**config.mk**
```make
export PLATFORM = sky130hd
export DESIGN_NAME = acc_fault_hold
export DESIGN_NICKNAME = d
export VERILOG_FILES = /design/src/rtl/acc_perm_pkg.sv /design/src/rtl/acc_fault_hold.sv
export SDC_FILE = /design/constraint.sdc
export NUM_CORES = 1
export LEC_CHECK = 0
export BUFFER_PORTS_ARGS = -buffer_cell sky130_fd_sc_hd__clkbuf_2
export CAP_MARGIN = 20
export CORE_AREA = 2 2 39 41
export CTS_BUF_LIST = sky130_fd_sc_hd__clkbuf_2
export CTS_CLUSTER_DIAMETER = 60
export DETAILED_ROUTE_END_ITERATION = 6
export DIE_AREA = 0 0 41 43
export PLACE_DENSITY = 0.33
export RECOVER_POWER = 50
export SYNTH_ARGS = -nofsm -noshare
export SYNTH_HDL_FRONTEND = slang
export SYNTH_SLANG_ARGS = --single-unit
```
**constraint.sdc**
```tcl
create_clock -name clk -period 0.8 [get_ports clk]
set_input_delay 0 -clock clk [delete_from_list [all_inputs] [get_ports clk]]
set_output_delay 0 -clock clk [all_outputs]
set_load 0.05 [all_outputs]
```
**src/rtl/acc_perm_pkg.sv**
```systemverilog
package acc_perm_pkg;
  localparam int KIND_W  = 2;
  localparam int PERM_W  = 6;
  localparam int CAUSE_W = 2;
  localparam int SLOT_W  = $clog2(PERM_W + 2);

  typedef enum logic [KIND_W-1:0] {
    KIND_FETCH = 2'd0,
    KIND_LOAD  = 2'd1,
    KIND_STORE = 2'd2,
    KIND_NONE  = 2'd3
  } acc_kind_e;

  typedef enum logic [CAUSE_W-1:0] {
    CAUSE_NONE  = 2'd0,
    CAUSE_EXEC  = 2'd1,
    CAUSE_READ  = 2'd2,
    CAUSE_WRITE = 2'd3
  } acc_cause_e;

  // Position of the governing bit: two bits per kind, supervisor is the odd one.
  function automatic logic [SLOT_W-1:0] perm_slot(logic [KIND_W-1:0] kind, logic sup);
    return SLOT_W'({kind, sup});
  endfunction

  function automatic acc_cause_e deny_cause(logic [KIND_W-1:0] kind);
    case (kind)
      KIND_FETCH: return CAUSE_EXEC;
      KIND_LOAD:  return CAUSE_READ;
      KIND_STORE: return CAUSE_WRITE;
      default:    return CAUSE_NONE;
    endcase
  endfunction

  function automatic logic is_access(logic [KIND_W-1:0] kind);
    return kind != KIND_NONE;
  endfunction
endpackage

```
**src/rtl/acc_fault_hold.sv**
```systemverilog
module acc_fault_hold #(
  parameter int CAUSE_W = acc_perm_pkg::CAUSE_W
) (
  input  logic               clk,
  input  logic               rst_n,
  input  logic               accept,
  input  logic               grant,
  input  logic               is_fetch,
  input  logic [CAUSE_W-1:0] cause_in,
  input  logic               clear,
  output logic               allow_q,
  output logic               istor_q,
  output logic               dstor_q,
  output logic [CAUSE_W-1:0] cause_q,
  output logic               pending
);
  always_ff @(posedge clk) begin
    if (!rst_n) begin
      allow_q <= 1'b0;
      istor_q <= 1'b0;
      dstor_q <= 1'b0;
      cause_q <= '0;
    end else begin
      allow_q <= accept && grant;
      if (clear) begin
        istor_q <= 1'b0;
        dstor_q <= 1'b0;
        cause_q <= '0;
      end else if (accept && !grant) begin
        istor_q <= is_fetch;
        dstor_q <= !is_fetch;
        cause_q <= cause_in;
      end
    end
  end

  assign pending = istor_q || dstor_q;
endmodule

```
==> out/results.ini <==
[outcome]
outcome = complete, but fails checks
failed_checks = setup timing

[timing]
timing.final.crit_period_ns = 0.971
worst_slew_margin_rel = 0.863
slew_at_the_pin_closest_to_its_max_slew_limit_ns = 0.204
slew_violations = 0
maxClockFrequency_mhz = 1030
finalHoldViolCount = 0
rsz_0062_raised_after_global_routing = true
clock_skew_ns = 0
final-setup-viol-count = 3
fin_ws_ns = -0.171
period_share = 1.21
hold_slack_ns = 0.00928

[hold_path]
min_path_cells = 3
min_delay_worst_endpoint = cause_q[0]
hold_path.class = in2reg
min-delay-start = cause_in[0]

[layout]
layout.area.seq_um2 = 105
design_area_um2 = 392
antenna_cells = 0
drive_above_1_share = 0.684
design.final.nets = 47
area_added_between_synthesis_and_finish_pct = 90.9
final.fill_count = 147
non_filler_instance_count_after_layout = 54
multi_input_area_um2 = 96.3

[synthesis]
postSynthRegisterBits = 5
sequential_area_share_after_synthesis = 0.488
synth.net_count = 26
post_synth_instance_area_um2 = 205
synth_warnings = 0
postSynthCellCount = 18
synth.avg_cell_area_um2 = 11.4
netlist-cell-type-count = 10

[power_and_ir_drop]
power-per-cell-area_nw_per_um2 = 1630
ir_worst_vdd_uv = 461
p_leak_nw = 0.184

[clock_network]
cts.sink_count = 5
cts_tree = yes
clock_path_buffers = 2
cts_made_buffers = 3
clock_transition_at_the_registers_of_the_reported_paths_ns = 0.07
clk_root_buffer_cell = sky130_fd_sc_hd__clkbuf_2
cts_htree_levels = 1
clock_insertion_delay_worst_skew_ns = 0.23

[setup_path]
reg2regPathDepth = 4
critPathSlowestCell = sky130_fd_sc_hd__dfxtp_4
worstSetupEndpointType = primary output
regToRegStartpoint = istor_q
critPathArrivalTime_ns = 0.97
timing.critical_path.from_type = register
critPathKind = reg2out
worstPathCellList = or2_4 > clkbuf_16
setup.reg_to_reg.worst_slack_ns = -0.04
rr_endpoint = istor_q
timing.critical_path.fanout_max = 2
critical_path_required_ns = 0.80
timing.critical_path.slowest_cell_delay_ns = 0.34

[global_route]
grt_util_all_layers = 0.0673
grt_max_degree = 6
global_route.overflow_total = 0
grt_antenna_before_repair = 0
first_global_vias = 168
global_route_wire_length_before_repair_um = 703

[flow_run]
maxCapViolCount = 0

[route]
detail_route.first_pass.iterations = 4
route.detailed.wl_per_inst_um = 9.26
drt_drc_violations_left = 0
drt_wl_total_um = 500
first_iter_violations = 2
detail-route-antenna-nets = 0
routed_via_density = 3.74
detailroute.via_count = 202

[placed_design]
placedInstanceArea_um2 = 297
weighted_congestion_at_the_end_of_routability_driven_global_placement = 0.632
portBuffers = 13
dp.cells = 47

[floorplanning]
core.rowCount = 14
die-width_um = 41
die_y_um = 43
boundaryPins = 14
initial_utilization = 0.148
die_ar_um2 = 1760
core_region_area_um2 = 1380

-- power breakdown --
group          internal, mW  total (mW)  switching [mW]
logic                0.0631       0.128          0.0650
clock network         0.133       0.251           0.118
registers             0.254       0.257         0.00340
-- cell usage after synthesis (all sizes together) --
cell	instances	area share
a211oi	1	0.061
and3	1	0.037
nor2b	1	0.067
nor2	4	0.085
or2	1	0.031
nand2b	1	0.031
dfxtp	5	0.49
buf	1	0.055
mux2i	3	0.15
-- how the worst max path moves through the flow --
stage | start | endpoint | slack [ns] | cells after the start
floorplan | istor_q | pending | 0.06 | 1
global placement | dstor_q | pending | 0.02 | 2
detailed placement | dstor_q | pending | 0.02 | 2
CTS | dstor_q | pending | -0.18 | 2
global route | istor_q | pending | -0.20 | 2
finish | dstor_q | pending | -0.17 | 2
-- final cells by class --
cell class,count,area share
well taps,16,0.0511
repair buffers,17,0.383
multi-input cells,12,0.246
clock buffers,4,0.0511
flip-flops and latches,5,0.268
-- through the flow --
step	setup slack (ns)	power, mW	setup TNS, ns	utilization
after CTS	-0.179	0.649	-0.261	0.278
after global routing	-0.205	0.679	-0.376	0.283
after detailed placement	0.0196	0.365	0	0.214
final	-0.171	0.637	-0.255	0.283
after floorplan	0.0567	0.335	0	-
after global placement	0.0246	0.363	0	0.214
-- flip-flops by register name, indices dropped and copies added, names as in the netlist --
signal,cells
dstor_q,1
istor_q,1
cause_q,2
allow_q,1
-- kinds of logic (layout without fill, tap and decap cells) --
group                  count (synthesis)  after routing  synth area share
AO/OA/AOI/OAI                          1              1            0.0610
AND/OR/NAND/NOR                        8              8             0.250
multiplexers                           3              3             0.146
buffers and inverters                  1             21            0.0549
flip-flops                             5              5             0.488
-- what timing repair did --
action	in CTS	in global routing
gates resized for setup	10	3
hold endpoints to repair	1	0
pin swaps	1	0
setup endpoints to repair	6	5
hold buffers	1	0
buffers inserted	1	1
-- placed cells by master, fill, tap and decap left out, drive strengths merged --
cell / n
mux2i: 3
dlygate4sd3: 1
buf: 5
clkbuf: 15
nand2b: 1
dfxtp: 5
nor2b: 1
and3: 1
nor2: 4
a211oi: 1
or2: 1
-- worst max-delay path: cells and delay by family, from the launching register on --
kind | cells | cell delay (ns)
simple gates | 1 | 0.23
buf+inv | 1 | 0.17
flops | 1 | 0.34
-- routing by layer --
metal | vias to the layer above | GRT usage | part of all wire
met5 | - | 0 | 0
met4 | 0 | 0.0600 | 0.028
met3 | 2 | 0.0524 | 0.12
met2 | 13 | 0.0813 | 0.48
met1 | 89 | 0.0707 | 0.38
li1 | 98 | - | -
(Power assumes the default switching activity.)
